`config.mk`:
```
export PLATFORM = sky130hd
export DESIGN_NAME = rtc_alarm_match
export DESIGN_NICKNAME = d
export VERILOG_FILES = /design/src/rtl/rtc_alarm_pkg.sv /design/src/rtl/rtc_alarm_ctrl.sv /design/src/rtl/rtc_alarm_dp.sv /design/src/rtl/rtc_alarm_match.sv
export SDC_FILE = /design/constraint.sdc
export NUM_CORES = 1
export LEC_CHECK = 0
export ABC_AREA = 1
export BUFFER_PORTS_ARGS = -buffer_cell sky130_fd_sc_hd__buf_4
export CAP_MARGIN = 20
export CORE_MARGIN = 2
export CORE_UTILIZATION = 50
export CTS_CLUSTER_SIZE = 8
export DETAILED_ROUTE_END_ITERATION = 6
export PLACE_DENSITY = 0.77
export SLEW_MARGIN = 20
export SYNTH_ARGS = -nofsm -noshare
export SYNTH_HDL_FRONTEND = slang
export SYNTH_SLANG_ARGS = --single-unit
```
`constraint.sdc`:
```
create_clock -name clk -period 1.3 [get_ports clk]
set_input_delay 0.26 -clock clk [delete_from_list [all_inputs] [get_ports clk]]
set_output_delay 0.26 -clock clk [all_outputs]
set_load 0.02 [all_outputs]
```
`src/rtl/rtc_alarm_pkg.sv`:
```
package rtc_alarm_pkg;
  // Number of compared alarm fields (seconds, minutes, hours).
  localparam int FIELD_COUNT = 3;
  localparam int BYTE_W      = 8;
  localparam int ADDR_W      = $clog2(FIELD_COUNT + 1);
  localparam logic [ADDR_W-1:0] FLAG_ADDR = ADDR_W'(FIELD_COUNT);
  localparam logic [1:0] WILD_CODE = 2'b11;

  // Strobes from control to datapath.
  typedef struct packed {
    logic              wrEn;
    logic [ADDR_W-1:0] wrIdx;
    logic              rdFlags;
    logic              evalNow;
    logic              irqGate;
  } ctrl_t;
endpackage

```
`src/rtl/rtc_alarm_ctrl.sv`:
```
module rtc_alarm_ctrl
  import rtc_alarm_pkg::*;
(
  input  logic              busWe,
  input  logic              busRe,
  input  logic [ADDR_W-1:0] busAddr,
  input  logic              updateDone,
  input  logic              alarmEnIn,
  input  logic              rtcValid,
  output ctrl_t             ctrl
);
  logic addrIsField;
  logic addrIsFlag;

  assign addrIsField = busAddr < ADDR_W'(FIELD_COUNT);
  assign addrIsFlag  = busAddr == FLAG_ADDR;

  always_comb begin
    ctrl         = '0;
    ctrl.wrEn    = busWe && addrIsField;
    ctrl.wrIdx   = busAddr;
    ctrl.rdFlags = busRe && addrIsFlag;
    ctrl.evalNow = updateDone;
    // Enable is only honoured while the clock reports valid.
    ctrl.irqGate = alarmEnIn && rtcValid;
  end
endmodule

```
`src/rtl/rtc_alarm_dp.sv`:
```
module rtc_alarm_dp
  import rtc_alarm_pkg::*;
(
  input  logic                          clk,
  input  logic                          rstN,
  input  ctrl_t                         ctrl,
  input  logic [BYTE_W-1:0]             wrData,
  input  logic [ADDR_W-1:0]             rdAddr,
  input  logic [FIELD_COUNT*BYTE_W-1:0] timeNow,
  input  logic                          modeBin,
  output logic [BYTE_W-1:0]             rdData,
  output logic                          flag,
  output logic                          irq
);
  logic [FIELD_COUNT-1:0][BYTE_W-1:0] alarmView;
  logic [FIELD_COUNT-1:0]             fieldHit;
  logic                               allHit;

  generate
    for (genvar i = 0; i < FIELD_COUNT; i++) begin : g_field
      logic [BYTE_W-1:0] alarmQ;
      logic              tagQ;
      logic              isWild;
      logic              exactHit;

      always_ff @(posedge clk or negedge rstN) begin
        if (!rstN) begin
          alarmQ <= '0;
          tagQ   <= 1'b0;
        end else if (ctrl.wrEn && ctrl.wrIdx == ADDR_W'(i)) begin
          alarmQ <= wrData;
          tagQ   <= modeBin;
        end
      end

      assign isWild   = alarmQ[BYTE_W-1 -: 2] == WILD_CODE;
      assign exactHit = (tagQ == modeBin) &&
                        (alarmQ == timeNow[i*BYTE_W +: BYTE_W]);
      assign fieldHit[i]  = isWild || exactHit;
      assign alarmView[i] = alarmQ;
    end
  endgenerate

  assign allHit = &fieldHit;

  // Set has priority over the clearing read.
  always_ff @(posedge clk or negedge rstN) begin
    if (!rstN)
      flag <= 1'b0;
    else if (ctrl.evalNow && allHit)
      flag <= 1'b1;
    else if (ctrl.rdFlags)
      flag <= 1'b0;
  end

  always_comb begin
    rdData = '0;
    if (rdAddr == FLAG_ADDR)
      rdData[0] = flag;
    for (int i = 0; i < FIELD_COUNT; i++)
      if (rdAddr == ADDR_W'(i))
        rdData = alarmView[i];
  end

  assign irq = flag && ctrl.irqGate;
endmodule

```
`src/rtl/rtc_alarm_match.sv`:
```
module rtc_alarm_match
  import rtc_alarm_pkg::*;
(
  input  logic              clk,
  input  logic              rstN,
  input  logic              busWe,
  input  logic              busRe,
  input  logic [ADDR_W-1:0] busAddr,
  input  logic [BYTE_W-1:0] busWdata,
  output logic [BYTE_W-1:0] busRdata,
  input  logic [BYTE_W-1:0] timeSec,
  input  logic [BYTE_W-1:0] timeMin,
  input  logic [BYTE_W-1:0] timeHour,
  input  logic              updateDone,
  input  logic              dataModeBin,
  input  logic              alarmEnIn,
  input  logic              rtcValid,
  output logic              alarmFlag,
  output logic              alarmIrq
);
  ctrl_t ctrl;
  logic [FIELD_COUNT*BYTE_W-1:0] timeNow;

  assign timeNow = {timeHour, timeMin, timeSec};

  rtc_alarm_ctrl u_ctrl (
    .busWe      (busWe),
    .busRe      (busRe),
    .busAddr    (busAddr),
    .updateDone (updateDone),
    .alarmEnIn  (alarmEnIn),
    .rtcValid   (rtcValid),
    .ctrl       (ctrl)
  );

  rtc_alarm_dp u_dp (
    .clk     (clk),
    .rstN    (rstN),
    .ctrl    (ctrl),
    .wrData  (busWdata),
    .rdAddr  (busAddr),
    .timeNow (timeNow),
    .modeBin (dataModeBin),
    .rdData  (busRdata),
    .flag    (alarmFlag),
    .irq     (alarmIrq)
  );
endmodule

```
==> results.yml, run 1 <==
worst_setup_path:
  crit_path_max_fanout: 3
  cell_breakdown_of_the_critical_path: "inv_1 -> o221ai_2 -> buf_4"
  endpoint_kind: "primary output"
  worst_ep_required_time_ns: 1.04
  r2r_slack_ns: -0.02
  worst_path_dominant_cell_family: "flip-flops"
  critical_path_class: "flip-flop to primary output"
  critical_path_cell_count: 3
  worst_r2r_startpoint: "u_dp.g_field[0].alarmQ[0]"
  critPathSlowestCell: "dfrtp_1"
  timing.critical_path.from: "u_dp.g_field[0].alarmQ[3]"
  r2r_cells: 10
  critical_path_start_type: "flip-flop"
  worstPathBufferInverterCount: 2
  slowest_delay_ns: 0.41
  worst-endpoint-arrival_ns: 1.20
clock_network:
  cts.clk_slew.worst_paths_ns: 0.15
  clk-insertion-delay-late_ns: 0.32
  cts_tree: "built"
  clkSinkCount: 28
  clk_root_buffer_cell: "clkbuf_4"
  tritoncts.num_buffers: 3
  clk_path_buf_depth: 2
  number_of_h_tree_levels: 1
power_and_ir_drop:
  powerDensity_nw_per_um2: 1020
  comb_power_share: 0.419
  intPower_mw: 1.73
  register_share_of_total_power: 0.420
  p_sw_frac: 0.342
  power.total_mw: 2.63
  net-switching-power_mw: 0.900
  clockPowerShare: 0.161
  vdd.ir_drop.worst_mv: 0.566
  power.static_leakage_nw: 1.38
logic_synthesis:
  post_synthesis_average_cell_area_um2: 7.75
  synth_top_area_share: 0.392
  yosys-mux-area-fraction: 0
  post_syn_instances: 231
  asyncSetResetFlopFracSynth: 1.00
  ys_ff_latch: 28
  yosys_warnings: 0
  post-synth-top-area-cell: "dfrtp_1"
  synth_area_um2: 1790
  main_flop_type_after_synthesis: "dfrtp_1"
  cell_with_the_most_instances_after_synthesis: "nand2_1"
  synthAdderAreaFrac: 0
  synth.area.top_cells: "dfrtp_1 39%, nand2_1 17%, o21ai_2 13%"
  synthXorXnorAreaFrac: 0.0685
  synth_sequential_area_ratio: 0.392
  complex_gate_fraction_of_the_synthesized_area: 0.173
  yosys.area_share.simple: 0.269
  synth_nets: 273
  yosys.cell_types.count: 21
  largest_family_of_logic_cells_by_synthesized_area: "simple AND/OR/NAND/NOR gates"
  post_synth_most_frequent_cells: "80 x nand2_1, 35 x inv_1, 28 x dfrtp_1"
  synth_edf_count: 0
sta:
  hold_violations: 0
  rsz0062_at_grt: "yes"
  layout_setup_ws_ns: -0.155
  setup-violations-final: 9
  timing.slew.headroom: 0.758
  final.period_utilization: 1.12
  finalSetupTns_ns: -0.597
  clock-skew-final_ns: 0.00245
  final_report_max_slew_violation_count: 0
  worstMarginPinSlew_ns: 0.362
  fmaxAchievable_mhz: 687
  layout_min_cycle_time_ns: 1.46
place:
  globalplace.congestion: 0.831
  place_ws_ns: -0.0138
  place_hpwl_um: 3130
  buffer_ports.inserted: 51
drt:
  detailedRoute.firstIterationViolations: 89
  remaining_drc_errors: 0
  drtPass1Iterations: 4
  antenna_violating_nets_post_route: 0
  totalWireLength_um: 4570
  detail_route.vias_per_cell: 4.89
  wl_per_cell_um: 12.8
  num_vias: 1751
die:
  top_level_ports: 52
  initial_core_util: 0.528
  die-area_um2: 4070
  chipHeight_um: 63.8
  std_cell_rows: 21
  core_um2: 3390
  dieWidth_um: 63.8
run_status:
  result_of_the_run: "finished with violations"
  violations: "setup timing"
global_route:
  grt_first_pass_wirelength_um: 7470
  grt.overflow.total: 0
  grt_pass1_vias: 1603
  grt_usage: 0.234
  initial_antenna_violation_count: 0
  grt_max_degree: 29
min_path:
  hold_path_class: "input port to flip-flop"
  hp-start: "busRe"
  whs_path_depth: 4
cells_and_area:
  syn2layout_area_growth_pct: 44.7
  nets: 355
  antennaDiodeCount: 0
  final.fill_count: 243
  fraction_of_layout_cells_with_a_size_suffix_above_1: 0.471
flow_run:
  max_capacitance_violation_count: 0
==> worst reg2reg max path, cell delays in order (launching register included) <==
cell	delay, ns
dfrtp_1	0.42
buf_4	0.15
nand2_1	0.06
nand2_1	0.07
nor2_2	0.12
nand3_2	0.09
nor2_2	0.13
nor2_1	0.05
nor2_1	0.09
nand2_1	0.05
nand2_1	0.05
==> final cells by class <==
type | count | area [um^2] | share of cell area
Tap cell | 46 | 57.6 | 0.0222
Timing Repair Buffer | 80 | 644 | 0.249
Multi-Input combinational cell | 163 | 1010 | 0.390
Sequential cell | 28 | 701 | 0.271
Clock buffer | 4 | 36.3 | 0.0140
Inverter | 37 | 141 | 0.0546
==> repair_timing <==
item / 4_1_cts / 5_1_grt
setup buffers: 21 / 3
endpoints found under the hold margin: 28 / 0
pin swaps: 7 / 14
gates resized for setup: 21 / 18
endpoints found under the setup margin: 9 / 11
hold buffers: 1 / 0
cloned: 0 / 0
==> cells by family (layout without fill, tap and decap cells) <==
| group | count (synthesis) | in the layout |
|---|---|---|
| AO/OA/AOI/OAI | 37 | 37 |
| XOR/XNOR | 14 | 14 |
| buffers and inverters | 40 | 121 |
| flip-flops | 28 | 28 |
| AND/OR/NAND/NOR | 112 | 112 |
==> worst paths after layout <==
kind | endpoint
worst min register to register | u_dp.g_field[2].tagQ
worst max register to register | u_dp.flag
min in group asynchronous | u_dp.g_field[2].alarmQ[3]
worst max-delay path | busRdata[3]
worst min-delay path | u_dp.flag
max in group asynchronous | u_dp.g_field[1].alarmQ[6]
==> flip-flops by register name, summed over array words and instances, names as in the netlist <==
name,cells
u_dp.flag,1
u_dp.g_field.alarmQ,24
u_dp.g_field.tagQ,3
==> stage by stage <==
step	utilization	hold WS (ns)	std cells	cell area (um^2)
2_1_floorplan	-	-0.0356	231	1790
3_3_place_gp	0.657	0.196	329	2230
3_5_place_dp	0.657	0.195	329	2230
4_1_cts	0.741	0.203	355	2510
5_1_grt	0.764	0.226	358	2590
6_report	0.764	0.212	358	2590
==> power groups by stage <==
stage | sequential (mW) | clock (mW) | combinational (mW)
after global routing | 1.12 | 0.464 | 1.21
after global placement | 1.14 | 0 | 0.771
final | 1.11 | 0.423 | 1.10
after detailed placement | 1.15 | 0 | 0.789
after floorplan | 1.12 | 0 | 0.516
after CTS | 1.09 | 0.430 | 1.04
==> layout by cell type (no fill, tap or decap), types with 2 or more instances in the layout <==
master    instances
inv_2             7
o21ai_2          27
nand3_2           4
buf_4            68
inv_1            29
nand3_1           5
nand2_4           4
nor2_1            9
buf_6            11
xnor2_2           2
xor2_1            2
o221ai_2          4
dfrtp_1          28
clkbuf_4          3
xnor2_1          10
nor2_2            5
nand2_2           6
nand2_1          76
==> per-layer routing <==
layer / wire, um / track usage
met5: 0 / 0
met2: 2130 / 0.374
met4: 72 / 0.0652
met1: 2070 / 0.336
met3: 298 / 0.0264
Note: power is estimated with default switching activity, not from simulation.
==> run 2: changes to the inputs <==
--- a/config.mk
+++ b/config.mk
@@ -10,3 +10,3 @@
 export CAP_MARGIN = 20
-export CORE_MARGIN = 2
+export CORE_MARGIN = 1.5
 export CORE_UTILIZATION = 50
--- a/constraint.sdc
+++ b/constraint.sdc
@@ -3,2 +3,2 @@
 set_output_delay 0.26 -clock clk [all_outputs]
-set_load 0.02 [all_outputs]
+set_load 0.1 [all_outputs]
==> run 2 against run 1 <==
Against the previous run:
- the flow still finishes with violations (setup timing)
- via count up 2.9%
- sequential power hardly changed
- cell count grew 0.28%
- routed wire length up 15%
- sequential share of layout area shrank 1.9 points
- combinational power is 38% higher
- clock-buffer cell count unchanged
- clock power rose by 6.9%
- fmax is 4.1% lower
- die area decreased by 3.1%
- setup slack got worse by 0.063 ns
- critical path type unchanged
- largest cell class unchanged
==> results.yml, run 2 (synthesis results as in run 1) <==
run_status:
  result_of_the_run: "finished with violations"
  violations: "setup timing"
flow_run:
  max_capacitance_violation_count: 0
cells_and_area:
  finish.cell_count_without_fillers: 359
  max_flop_register: "u_dp.g_field.alarmQ"
  utilization: 0.826
  antennaDiodeCount: 0
  nets: 356
  final_cell_mix: "71 x nand2_1, 64 x buf_4, 27 x o21ai_2, 27 x dfrtp_1, 23 x inv_1"
  reg.largest.list: "u_dp.g_field.alarmQ x24, u_dp.g_field.tagQ x3, u_dp.flag x1"
  fraction_of_layout_cells_with_a_size_suffix_above_1: 0.508
  syn2layout_area_growth_pct: 56.4
  largest_reg_flops: 24
  commonest_non_fill_non_tap_cell_in_the_layout: "nand2_1"
  final.fill_count: 203
  final_cell_area_um2: 2800
clock_network:
  clk-insertion-delay-late_ns: 0.34
  clk_path_buf_depth: 2
  tritoncts.num_buffers: 3
  cts.clk_slew.worst_paths_ns: 0.16
  cts_tree: "built"
  number_of_h_tree_levels: 1
  clk_root_buffer_cell: "clkbuf_4"
  clkSinkCount: 28
place:
  numPlacedInstances: 330
  globalplace.congestion: 0.839
  place_hpwl_um: 3320
  buffer_ports.inserted: 51
  placed_area_um2: 2370
  place_ws_ns: -0.162
drt:
  num_vias: 1802
  drtPass1Iterations: 4
  totalWireLength_um: 5240
  detail_route.vias_per_cell: 5.02
  wl_per_cell_um: 14.6
  detailedRoute.firstIterationViolations: 102
  antenna_violating_nets_post_route: 0
  remaining_drc_errors: 0
sta:
  final_report_max_slew_violation_count: 0
  worstMarginPinSlew_ns: 0.373
  setup-violations-final: 11
  fmaxAchievable_mhz: 659
  clock-skew-final_ns: 0.00140
  layout_min_cycle_time_ns: 1.52
  hold_violations: 0
  final.period_utilization: 1.17
  timing.slew.headroom: 0.751
  layout_setup_ws_ns: -0.218
  rsz0062_at_grt: "yes"
power_and_ir_drop:
  power.total_mw: 3.10
  vdd.ir_drop.worst_mv: 0.786
  powerDensity_nw_per_um2: 1110
  power.static_leakage_nw: 1.42
worst_setup_path:
  timing.critical_path.from: "u_dp.g_field[1].alarmQ[5]"
  crit_path_max_fanout: 2
  worstPathBufferInverterCount: 2
  worst_r2r_startpoint: "u_dp.g_field[2].alarmQ[3]"
  worst_ep_required_time_ns: 1.04
  worst-endpoint-arrival_ns: 1.26
  slowest_delay_ns: 0.44
  endpoint_kind: "primary output"
  critical_path_start_type: "flip-flop"
  critPathSlowestCell: "dfrtp_1"
  critical_path_class: "flip-flop to primary output"
  cell_breakdown_of_the_critical_path: "inv_2 -> o221ai_4 -> buf_12"
  worst_path_dominant_cell_family: "flip-flops"
global_route:
  grt.overflow.total: 0
  grt_usage: 0.278
  grt_max_degree: 29
  grt_first_pass_wirelength_um: 8500
  grt_pass1_vias: 1807
  initial_antenna_violation_count: 0
die:
  dieWidth_um: 62.8
  std_cell_rows: 21
  chipHeight_um: 62.8
  initial_core_util: 0.528
  top_level_ports: 52
  die-area_um2: 3950
  core_um2: 3390
min_path:
  hold_path_class: "input port to flip-flop"
  hp-start: "busRe"
==> run 2: cell count changes in the layout (fill, tap and decap cells not counted), moves of 5 or more <==
| cell | previous run | this run |
|---|---|---|
| buf_12 | 0 | 9 |
| buf_6 | 11 | 6 |
| inv_1 | 29 | 23 |
| inv_2 | 7 | 12 |
| nand2_1 | 76 | 71 |
| o221ai_4 | 0 | 5 |
==> run 2: timing repair <==
action | CTS | global route
pin swaps | 10 | 26
gates resized for setup | 40 | 25
endpoints found under the hold margin | 28 | 0
hold buffers | 1 | 0
gates cloned | 0 | 0
setup endpoints to repair | 11 | 11
buffers inserted | 22 | 3
==> run 2: worst paths after layout <==
path	slack, ns	to	cells after the start
min	0.19	u_dp.flag	4
max in group asynchronous	0.62	u_dp.flag	2
min reg2reg	0.52	u_dp.g_field[1].tagQ	2
min in group asynchronous	0.37	u_dp.g_field[2].alarmQ[1]	2
max	-0.22	busRdata[5]	3
max reg2reg	-0.08	u_dp.flag	7
==> run 2: worst register-to-register path, delay by kind of cell, from the launching register on <==
kind | cells | cell delay (ns)
flops | 1 | 0.46
compound gates | 2 | 0.31
simple gates | 4 | 0.42
buf+inv | 1 | 0.14
==> run 2: cell type report <==
cell class / count / area (um^2) / share of cell area
clock buffer: 4 / 36.3 / 0.0130
inverter: 37 / 144 / 0.0514
timing repair buffer: 81 / 753 / 0.269
sequential: 28 / 704 / 0.252
multi-input combinational: 163 / 1100 / 0.394
tap: 46 / 57.6 / 0.0206
==> run 2: through the flow <==
| step | hold slack (ns) | TNS [ns] |
|---|---|---|
| finish | 0.187 | -1.70 |
| global route | 0.210 | -2.17 |
| CTS | 0.182 | -1.51 |
| detailed placement | 0.204 | -1.02 |
| global placement | 0.199 | -0.908 |
| floorplan | -0.0356 | -0.516 |
==> run 2: power breakdown <==
part | switching (mW) | internal, mW
clock network | 0.280 | 0.172
logic | 0.848 | 0.676
registers | 0.117 | 1.00
total | 1.25 | 1.85
==> run 2: layer usage <==
| metal | track usage | part of all wire | up-vias | routed length (um) |
|---|---|---|---|---|
| met1 | 0.377 | 0.42 | 824 | 2180 |
| met3 | 0.0234 | 0.050 | 18 | 263 |
| li1 | - | - | 887 | - |
| met5 | 0 | 0 | - | 0 |
| met4 | 0.108 | 0.034 | 0 | 176 |
| met2 | 0.462 | 0.50 | 73 | 2620 |
==> run 3: changes to the inputs <==
CELL_PAD_IN_SITES_DETAIL_PLACEMENT = 1   (was not set)
CELL_PAD_IN_SITES_GLOBAL_PLACEMENT = 1   (was not set)
CORE_UTILIZATION = 37   (was 50)
PLACE_DENSITY = not set   (was 0.77)
PLACE_DENSITY_LB_ADDON = 0.1   (was not set)
==> run 3 against run 2 <==
Against the previous run:
- the run still ends with setup timing left
- cell count increased by 1.9%
- non-clock buffer count decreased by 1
- register-to-register slack improved by 0.02 ns
- clock-buffer cell count unchanged
- combinational power about the same
- die area increased by 33%
- global-route usage decreased by 4.3 points
- fmax increased by 4.1%
==> results.yml, run 3 (synthesis results as in run 1) <==
run_status:
  result_of_the_run: "finished with violations"
  violations: "setup timing"
clock_network:
  clk_path_buf_depth: 2
  clk_root_buffer_cell: "clkbuf_8"
  clkSinkCount: 28
  clk-insertion-delay-late_ns: 0.29
  number_of_h_tree_levels: 1
  cts_tree: "built"
  tritoncts.num_buffers: 3
  cts.clk_slew.worst_paths_ns: 0.11
power_and_ir_drop:
  power.total_mw: 3.25
  power.static_leakage_nw: 1.44
  powerDensity_nw_per_um2: 1130
  vdd.ir_drop.worst_mv: 0.849
sta:
  layout_setup_ws_ns: -0.158
  final.period_utilization: 1.12
  hold_violations: 0
  timing.slew.headroom: 0.753
  final_report_max_slew_violation_count: 0
  layout_min_cycle_time_ns: 1.46
  rsz0062_at_grt: "yes"
  clock-skew-final_ns: 0.00543
  fmaxAchievable_mhz: 686
  setup-violations-final: 11
  worstMarginPinSlew_ns: 0.370
die:
  dieWidth_um: 72.5
  chipHeight_um: 72.5
  die-area_um2: 5260
  top_level_ports: 52
  initial_core_util: 0.381
  std_cell_rows: 25
  core_um2: 4690
worst_setup_path:
  cell_breakdown_of_the_critical_path: "inv_1 -> o2111ai_4 -> buf_12"
  worst-endpoint-arrival_ns: 1.20
  critPathSlowestCell: "dfrtp_1"
  worst_ep_required_time_ns: 1.04
  crit_path_max_fanout: 2
  endpoint_kind: "primary output"
  critical_path_class: "flip-flop to primary output"
  slowest_delay_ns: 0.39
  critical_path_start_type: "flip-flop"
drt:
  detailedRoute.firstIterationViolations: 69
  drtPass1Iterations: 4
  antenna_violating_nets_post_route: 0
  wl_per_cell_um: 16.5
  totalWireLength_um: 6030
  remaining_drc_errors: 0
  detail_route.vias_per_cell: 4.82
  num_vias: 1764
cells_and_area:
  nets: 355
  reg.largest.list: "u_dp.g_field.alarmQ x24, u_dp.g_field.tagQ x3, u_dp.flag x1"
  max_flop_register: "u_dp.g_field.alarmQ"
  antennaDiodeCount: 0
  largest_reg_flops: 24
  syn2layout_area_growth_pct: 61.4
  final_cell_mix: "62 x nand2_1, 62 x buf_4, 27 x inv_1, 27 x o21ai_2, 25 x dfrtp_1"
  fraction_of_layout_cells_with_a_size_suffix_above_1: 0.535
place:
  place_ws_ns: -0.206
  place_hpwl_um: 4060
  buffer_ports.inserted: 51
  globalplace.congestion: 0.744
global_route:
  grt_first_pass_wirelength_um: 9390
  grt.overflow.total: 0
  initial_antenna_violation_count: 0
  grt_usage: 0.235
  grt_max_degree: 29
  grt_pass1_vias: 1868
min_path:
  hold_path_class: "input port to flip-flop"
flow_run:
  max_capacitance_violation_count: 0
run 3: changes by cell type in the layout (fill, tap and decap cells not counted), sizes merged:
| cell | previous run | this run |
|---|---|---|
| buf | 80 | 79 |
run 3: layout make-up:
| cell class | instances | area, um^2 |
|---|---|---|
| multi-input cells | 163 | 1160 |
| fillers | 574 | 1800 |
| well taps | 54 | 67.6 |
| inverters | 37 | 146 |
| clock buffers | 4 | 55.1 |
| repair buffers | 80 | 754 |
| flip-flops and latches | 28 | 707 |
run 3: worst max-delay path: cells and delay by family, from the launching register on:
family | cells | cell delay (ns)
flops | 1 | 0.39
buf+inv | 2 | 0.30
compound gates | 1 | 0.22
run 3: worst paths after layout:
check,start,to,slack [ns],cells after the start
min,busWdata[1],u_dp.g_field[1].alarmQ[1],0.28,3
min reg2reg,u_dp.g_field[0].tagQ,u_dp.g_field[0].tagQ,0.51,2
max,u_dp.g_field[1].alarmQ[0],busRdata[0],-0.16,3
min in group asynchronous,rstN,u_dp.g_field[1].alarmQ[0],0.43,2
max reg2reg,u_dp.g_field[2].alarmQ[2],u_dp.flag,-0.06,7
max in group asynchronous,rstN,u_dp.flag,0.57,2
run 3: timing repair:
action / CTS / global route
setup endpoints to repair: 10 / 11
hold endpoints to repair: 28 / 0
pin swaps: 10 / 15
setup buffers: 20 / 1
resized for setup: 56 / 24
hold buffers: 1 / 0
run 3: routing by layer:
metal	wire length, um	global-route usage
met1	2750	0.332
met2	3040	0.387
met3	173	0.0250
met4	63	0.0587
met5	0	0
run 3: per-stage QoR:
stage | std cells | util | hold WS [ns] | TNS [ns] | instance area [um^2]
final | 366 | 0.615 | 0.279 | -1.13 | 2890
after global routing | 366 | 0.615 | 0.289 | -1.58 | 2890
after CTS | 365 | 0.598 | 0.273 | -0.957 | 2810
after detailed placement | 340 | 0.510 | 0.201 | -1.43 | 2390
after global placement | 340 | 0.510 | 0.200 | -1.24 | 2390
after floorplan | 231 | - | -0.0356 | -0.516 | 1930
run 3: power breakdown:
group	switching (mW)	leakage, nW	internal [mW]	total, mW
registers	0.129	0.346	1.01	1.14
logic	0.870	1.07	0.674	1.54
clock network	0.302	0.0288	0.272	0.575
total	1.30	1.44	1.95	3.25
